===== src/rtl/agen_pkg.sv =====
package agen_pkg;

    typedef enum logic [1:0] {
        AM_NARROW = 2'b00,
        AM_MID    = 2'b01,
        AM_WIDE   = 2'b10,
        AM_WIDE_R = 2'b11
    } amode_e;

    // True when the mode keeps every bit of the sum.
    function automatic logic is_wide(amode_e m);
        return (m == AM_WIDE) || (m == AM_WIDE_R);
    endfunction

endpackage


===== src/rtl/agen_operand_gate.sv =====
module agen_operand_gate #(
    parameter int ADDR_W = 64,
    parameter int DISP_W = 12
) (
    input  logic [ADDR_W-1:0] base_val,
    input  logic [ADDR_W-1:0] index_val,
    input  logic              base_use,
    input  logic              index_use,
    input  logic [DISP_W-1:0] disp,
    output logic [ADDR_W-1:0] op_base,
    output logic [ADDR_W-1:0] op_index,
    output logic [ADDR_W-1:0] op_disp
);
    localparam int PAD_W = ADDR_W - DISP_W;

    always_comb begin
        op_base  = base_use  ? base_val  : '0;
        op_index = index_use ? index_val : '0;
        op_disp  = {{PAD_W{1'b0}}, disp};
    end
endmodule


===== src/rtl/agen_csa.sv =====
module agen_csa #(
    parameter int ADDR_W = 64
) (
    input  logic [ADDR_W-1:0] in_a,
    input  logic [ADDR_W-1:0] in_b,
    input  logic [ADDR_W-1:0] in_c,
    output logic [ADDR_W-1:0] psum,
    output logic [ADDR_W-1:0] pcarry
);
    logic [ADDR_W-1:0] maj;

    // One full adder per bit position; the carry vector is shifted left by one.
    for (genvar i = 0; i < ADDR_W; i++) begin : g_fa
        assign psum[i] = in_a[i] ^ in_b[i] ^ in_c[i];
        assign maj[i]  = (in_a[i] & in_b[i]) | (in_a[i] & in_c[i]) | (in_b[i] & in_c[i]);
    end

    // The majority bit from the top position leaves the word: this is the wrap modulo 2^ADDR_W.
    assign pcarry = {maj[ADDR_W-2:0], 1'b0};

    logic unused_top;
    assign unused_top = maj[ADDR_W-1];
endmodule


===== src/rtl/agen_mode_mask.sv =====
module agen_mode_mask
    import agen_pkg::*;
#(
    parameter int ADDR_W   = 64,
    parameter int NARROW_W = 24,
    parameter int MID_W    = 31
) (
    input  amode_e            mode,
    input  logic [ADDR_W-1:0] raw,
    output logic [ADDR_W-1:0] masked
);
    localparam logic [ADDR_W-1:0] KEEP_NARROW = {{(ADDR_W-NARROW_W){1'b0}}, {NARROW_W{1'b1}}};
    localparam logic [ADDR_W-1:0] KEEP_MID    = {{(ADDR_W-MID_W){1'b0}}, {MID_W{1'b1}}};

    logic [ADDR_W-1:0] keep;

    always_comb begin
        unique case (mode)
            AM_NARROW: keep = KEEP_NARROW;
            AM_MID:    keep = KEEP_MID;
            default:   keep = '1;
        endcase
        masked = raw & keep;
    end
endmodule


===== src/rtl/vaddr_agen.sv =====
module vaddr_agen
    import agen_pkg::*;
#(
    parameter int ADDR_W   = 64,
    parameter int DISP_W   = 12,
    parameter int NARROW_W = 24,
    parameter int MID_W    = 31
) (
    input  logic              clk,
    input  logic              rst,
    input  logic              req_valid,
    input  logic [ADDR_W-1:0] base_val,
    input  logic [ADDR_W-1:0] index_val,
    input  logic              base_use,
    input  logic              index_use,
    input  logic [DISP_W-1:0] disp,
    input  logic [1:0]        amode,
    output logic [ADDR_W-1:0] ea_out,
    output logic              ea_valid
);
    logic [ADDR_W-1:0] op_base, op_index, op_disp;
    logic [ADDR_W-1:0] psum, pcarry;
    logic [ADDR_W-1:0] raw_sum, next_ea;
    amode_e            mode;

    assign mode = amode_e'(amode);

    agen_operand_gate #(.ADDR_W(ADDR_W), .DISP_W(DISP_W)) u_gate (
        .base_val (base_val),
        .index_val(index_val),
        .base_use (base_use),
        .index_use(index_use),
        .disp     (disp),
        .op_base  (op_base),
        .op_index (op_index),
        .op_disp  (op_disp)
    );

    agen_csa #(.ADDR_W(ADDR_W)) u_csa (
        .in_a  (op_base),
        .in_b  (op_index),
        .in_c  (op_disp),
        .psum  (psum),
        .pcarry(pcarry)
    );

    // Single carry-propagate add; the carry out of the top bit is dropped.
    assign raw_sum = psum + pcarry;

    agen_mode_mask #(.ADDR_W(ADDR_W), .NARROW_W(NARROW_W), .MID_W(MID_W)) u_mask (
        .mode  (mode),
        .raw   (raw_sum),
        .masked(next_ea)
    );

    always_ff @(posedge clk) begin
        if (rst) begin
            ea_valid <= 1'b0;
            ea_out   <= '0;
        end else begin
            ea_valid <= req_valid;
            if (req_valid) ea_out <= next_ea;
        end
    end
endmodule


===== config.mk =====
export PLATFORM = sky130hd
export DESIGN_NAME = vaddr_agen
export DESIGN_NICKNAME = d
export VERILOG_FILES = /design/src/rtl/agen_pkg.sv /design/src/rtl/agen_operand_gate.sv /design/src/rtl/agen_csa.sv /design/src/rtl/agen_mode_mask.sv /design/src/rtl/vaddr_agen.sv
export SDC_FILE = /design/constraint.sdc
export NUM_CORES = 1
export LEC_CHECK = 0
export ABC_AREA = 1
export BUFFER_PORTS_ARGS = -buffer_cell sky130_fd_sc_hd__buf_2
export CAP_MARGIN = 20
export CORE_ASPECT_RATIO = 1.5
export CORE_MARGIN = 2
export CORE_UTILIZATION = 29
export CTS_CLUSTER_DIAMETER = 40
export DETAILED_ROUTE_END_ITERATION = 10
export GPL_TIMING_DRIVEN = 0
export PLACE_DENSITY_LB_ADDON = 0.1
export SETUP_SLACK_MARGIN = 0.2
export SLEW_MARGIN = 40
export SYNTH_ARGS = -nofsm -noshare
export SYNTH_HDL_FRONTEND = slang
export SYNTH_SLANG_ARGS = --single-unit

===== constraint.sdc =====
create_clock -name clk -period 3.71 [get_ports clk]
set_clock_uncertainty 0.05 [all_clocks]
set_input_delay 0.1855 -clock clk [delete_from_list [all_inputs] [get_ports clk]]
set_output_delay 0.1855 -clock clk [all_outputs]
set_load 0.1 [all_outputs]

Word-level counts from Yosys, hierarchy flattened
Index checks and enable logic that the tools add are counted.
{"block": "totals", "latchBits": 0, "inputBits": 147, "ff_bits": 65, "wordCells": 196, "ramBits": 0, "romBits": 0, "out_inout_bits": 65, "n_memories": 0}
{"block": "op_classes", "bitwise_logic": 188, "n_div": 0, "multipliers": 0, "addsub": 1, "n_lt_le_gt_ge": 0, "n_eq_ne": 1, "n_mux": 3, "n_reduce_logical": 1, "n_shift": 0}
{"operator": "$mux 64", "n": 2}
{"operator": "$pmux 64 s2", "n": 1}
{"operator": "$and 1x1->1", "n": 87}
{"operator": "$xor 1x1->1", "n": 76}
{"operator": "$add 64x64->64", "n": 1}
{"operator": "$and 64x64->64", "n": 1}
{"operator": "$or 1x1->1", "n": 24}
{"operator": "$eq 2x1->1 const B", "n": 1}
{"operator": "$logic_not 2->1", "n": 1}

Logic depth before layout (Yosys ltp)
{"block": "logic_depth", "ltp_word": 6, "depth_mapped": 20, "mapped_depth_nobuf": 18}

Cells and area by module
A second synthesis with hierarchy kept.
{"block": "hier_totals", "hier_cells": 2082, "hier_area_um2": 11562.3}
{"module": "vaddr_agen", "n_inst": 1, "cells_each": 1564, "seq_area_each_um2": 1301.2, "area_per_inst_um2": 8126.5}
{"module": "agen_operand_gate", "n_inst": 1, "cells_each": 335, "seq_area_each_um2": 0.0, "area_per_inst_um2": 1595.3}
{"module": "agen_csa", "n_inst": 1, "cells_each": 74, "seq_area_each_um2": 0.0, "area_per_inst_um2": 1307.5}
{"module": "agen_mode_mask", "n_inst": 1, "cells_each": 109, "seq_area_each_um2": 0.0, "area_per_inst_um2": 533.0}

Least setup slack after synthesis
OpenSTA, ideal clock, no wires.
{"block": "synth_timing", "path_type": "in2reg", "start": "in index_use", "end": "reg ea_out[25]", "setup_ns": 0.132, "stages": 16, "n_path_buf": 2, "arrival_time_ns": 2.781, "path_slack_ns": 0.747, "path_cell_list": "clkbuf_1 clkbuf_1 nand2_1 inv_1 fa_1 ha_1 fa_1 nand3_1 nand3_2 nand2_1 nand2_2 nand3_1 nand3_2 or2_2 nand3_1 a21oi_1"}
{"block": "synth_via", "elab_chain_cells": 6}
{"element": "start: declaration", "line": "vaddr_agen.sv:15", "rtl": "input logic index_use,"}
{"element": "$mux 64 *", "line": "agen_operand_gate.sv:18", "rtl": "op_index = index_use ? index_val : '0;"}
{"element": "$and 1x1->1", "line": "agen_csa.sv:15", "rtl": "assign maj[i] = (in_a[i] & in_b[i]) | (in_a[i] & in_c[i]) | (in_b[i] & in_c[i]);"}
{"element": "$or 1x1->1 (2 in series)", "line": "agen_csa.sv:15"}
{"element": "$add 64x64->64 *", "line": "vaddr_agen.sv:48", "rtl": "assign raw_sum = psum + pcarry;"}
{"element": "$and 64x64->64 *", "line": "agen_mode_mask.sv:23", "rtl": "masked = raw & keep;"}
{"element": "end signal: assignment", "line": "vaddr_agen.sv:62", "rtl": "if (req_valid) ea_out <= next_ea;"}
{"element": "end: declaration", "line": "vaddr_agen.sv:18", "rtl": "output logic [ADDR_W-1:0] ea_out,"}
Mark *: on every way between the ends. The rest lies on a longest branch, timed or not.
A chain may end at the register's enable or synchronous reset.

Worst setup path after layout
{"block": "layout_timing", "start": "in index_use", "end": "reg ea_out[29]"}
Same word-level chain as after synthesis.

==> metrics.yaml <==
cts:
  htreeDepth: 3
  cts_made_buffers: 9
  cts_buffer_depth: 2
  cts-root-buf: "clkbuf_16"
  post_cts_buffers: 0
  cts.sinks: 65
  clk_latency_ps: 320
  path_clk_slew_ps: 60
  cts_tree: "done"
routing:
  routed_wl_um: 38600
  drc_errors: 0
  drt_iter0_drc: 432
  routed-via-count: 11082
  firstDrtPassIters: 5
  viasPerCell: 4.47
  wl_per_cell_um: 15.6
  ant_nets: 0
sta:
  period_needed_ps: 3130
  rsz0062_at_grt: "false"
  final-setup-viol-count: 0
  finalHoldViolCount: 0
  fin_ws_ps: 579
  holdWs_ps: 186
  drv_slew: 0
  worst_pin_slew_ps: 584
  fmax_mhz: 319
  timing.slew.headroom_pct: 61.0
  fin_crit_sh_pct: 84.4
synth:
  yosysUniqueCellTypes: 37
  ys_seq_area_share_pct: 13.1
  ys_ff_latch: 65
  synth_nets: 2102
  syn-cell-area_um2: 9970
  synth_flop_cell: "dfxtp_1"
  synthArstFlopShare_pct: 0
  synth_edf_count: 0
  ys_warn_count: 0
  syn_area_per_cell_um2: 5.45
  syn_inst: 1829
layout:
  diodes: 0
  final_cell_area_um2: 11800
  layout_commonest_cell: "nand2_1"
  area_growth_pct: 18.8
  layout.nets: 2323
  mostFrequentLayoutCells: "718 x nand2_1, 427 x inv_1, 213 x buf_2"
  n_fill_cell: 4101
  finalNonFillerCells: 2480
  layout-drive-gt1-share_pct: 15.8
global_route:
  antenna_found_initial: 0
  globalRouteOverflowTotal: 0
  grt_max_degree: 13
  grt_util_all_layers_pct: 21.8
  grt_pass1_wl_um: 58700
  grt_pass1_vias: 11406
setup_path:
  critPathLaunchType: "input pin"
  critPathMaxFanout: 10
  path_class: "input pin to flop"
  critPathArrivalTime_ps: 3280
  cp-end-kind: "flop"
  rrSetupSlack_ps: 2960
  crit_required_ps: 3860
power_and_ir_drop:
  leakagePower_nw: 7.83
  power_density_nw_per_um2: 273
  irDropWorstVdd_uv: 225
place:
  post-place-ws_ps: -288
  place_area_um2: 11500
  dp.cells: 2463
  portBuffers: 209
  place.gp.congestion: 0.940
  hpwl_um: 35100
die:
  ios: 212
  rows: 83
  dieArea_um2: 35900
  die_width_um: 155
  die_h_um: 231
  start_util_pct: 29.3
  core_area_um2: 34100
worst_hold_path:
  holdCritPathClass: "input pin to flop"
outcome:
  status: "finished, final reports clean"
run:
  drv_cap: 0
[synthesized netlist by cell type, types with 8 or more instances]
library cell / count / share of area (%)
a21oi_1: 84 / 4.2
nand4_1: 12 / 0.75
nand2_2: 32 / 2.0
xnor2_1: 9 / 0.79
fa_1: 13 / 2.6
nand3_1: 78 / 3.9
dfxtp_1: 65 / 13
clkbuf_1: 22 / 0.83
xor2_1: 15 / 1.3
nor2_2: 20 / 1.3
inv_1: 427 / 16
ha_1: 113 / 14
nor2_1: 116 / 4.4
nand3_2: 11 / 1.1
o22ai_1: 8 / 0.50
nand2_1: 718 / 27
o21ai_0: 21 / 1.1
[state kept, by name, summed over array words and instances, names as in the netlist]
signal    flops
ea_out       64
ea_valid      1
[worst max-delay path, stage by stage]
cell and delay (ps):
clkbuf_2 230, clkbuf_2 380, nand2_1 90, inv_1 80, fa_1 420, ha_1 250
fa_1 430, nand3_1 110, nand3_2 110, nand2_1 90, nand2_2 80, nand2_1 70
nand2_1 90, nand2_1 90, nand2_2 90, o21ai_0 360, a21oi_1 110
[worst paths after layout]
| path | start | to | cells past startpoint |
|---|---|---|---|
| setup / recovery | index_use | ea_out[29] | 17 |
| hold / removal | req_valid | ea_valid | 3 |
| setup reg to reg | ea_out[22] | ea_out[22] | 4 |
| hold reg to reg | ea_out[2] | ea_out[2] | 2 |
[per-stage QoR]
stage / setup TNS [ps] / utilization (%) / power [mW]
final: 0 / 34.8 / 3.23
after global routing: 0 / 34.8 / 3.45
after CTS: 0 / 34.8 / 3.29
after detailed placement: -3550 / 33.9 / 2.49
after global placement: -3010 / 33.9 / 2.48
after floorplan: 0 / - / 1.96
[final cells by class]
type                       instances  area [um2]  area share, %
buffer                            32         134           1.13
clock buffer                      10         239           2.02
clock inverter                     6        42.5          0.359
inverter                         436        1640           13.8
multi-input combinational       1296        6900           58.3
sequential                        65        1300           11.0
tap                              425         532           4.49
timing repair buffer             210        1060           8.92
[where the power goes]
group | internal (mW) | total (mW) | switching, mW
Sequential | 0.754 | 0.783 | 0.0286
Clock | 0.471 | 0.784 | 0.314
Combinational | 0.442 | 1.66 | 1.22
[cells by family (layout without fill, tap and decap cells)]
kind of cell | after synthesis | count (layout) | synth area share, %
compound gates | 124 | 124 | 6.68
xor+xnor | 24 | 24 | 2.11
fa+ha+maj | 126 | 126 | 16.8
buf+inv | 468 | 694 | 17.7
flops | 65 | 65 | 13.1
simple gates | 1022 | 1022 | 43.7
[routing by layer]
metal	track usage, %	part of all wire, %	vias to the layer above	wire length [um]
met1	18.5	33	4901	12900
li1	-	-	5898	-
met5	0	0	-	0
met4	11.9	6.4	0	2460
met3	1.78	1.9	81	741
met2	47.4	58	202	22500
[what timing repair did]
item,in CTS,in global routing
hold endpoints to repair,1,0
gates resized for setup,2,8
hold buffers,1,0
pin swaps,0,0
endpoints found under the setup margin,12,36
No activity file was read; power rests on OpenSTA's default activity.
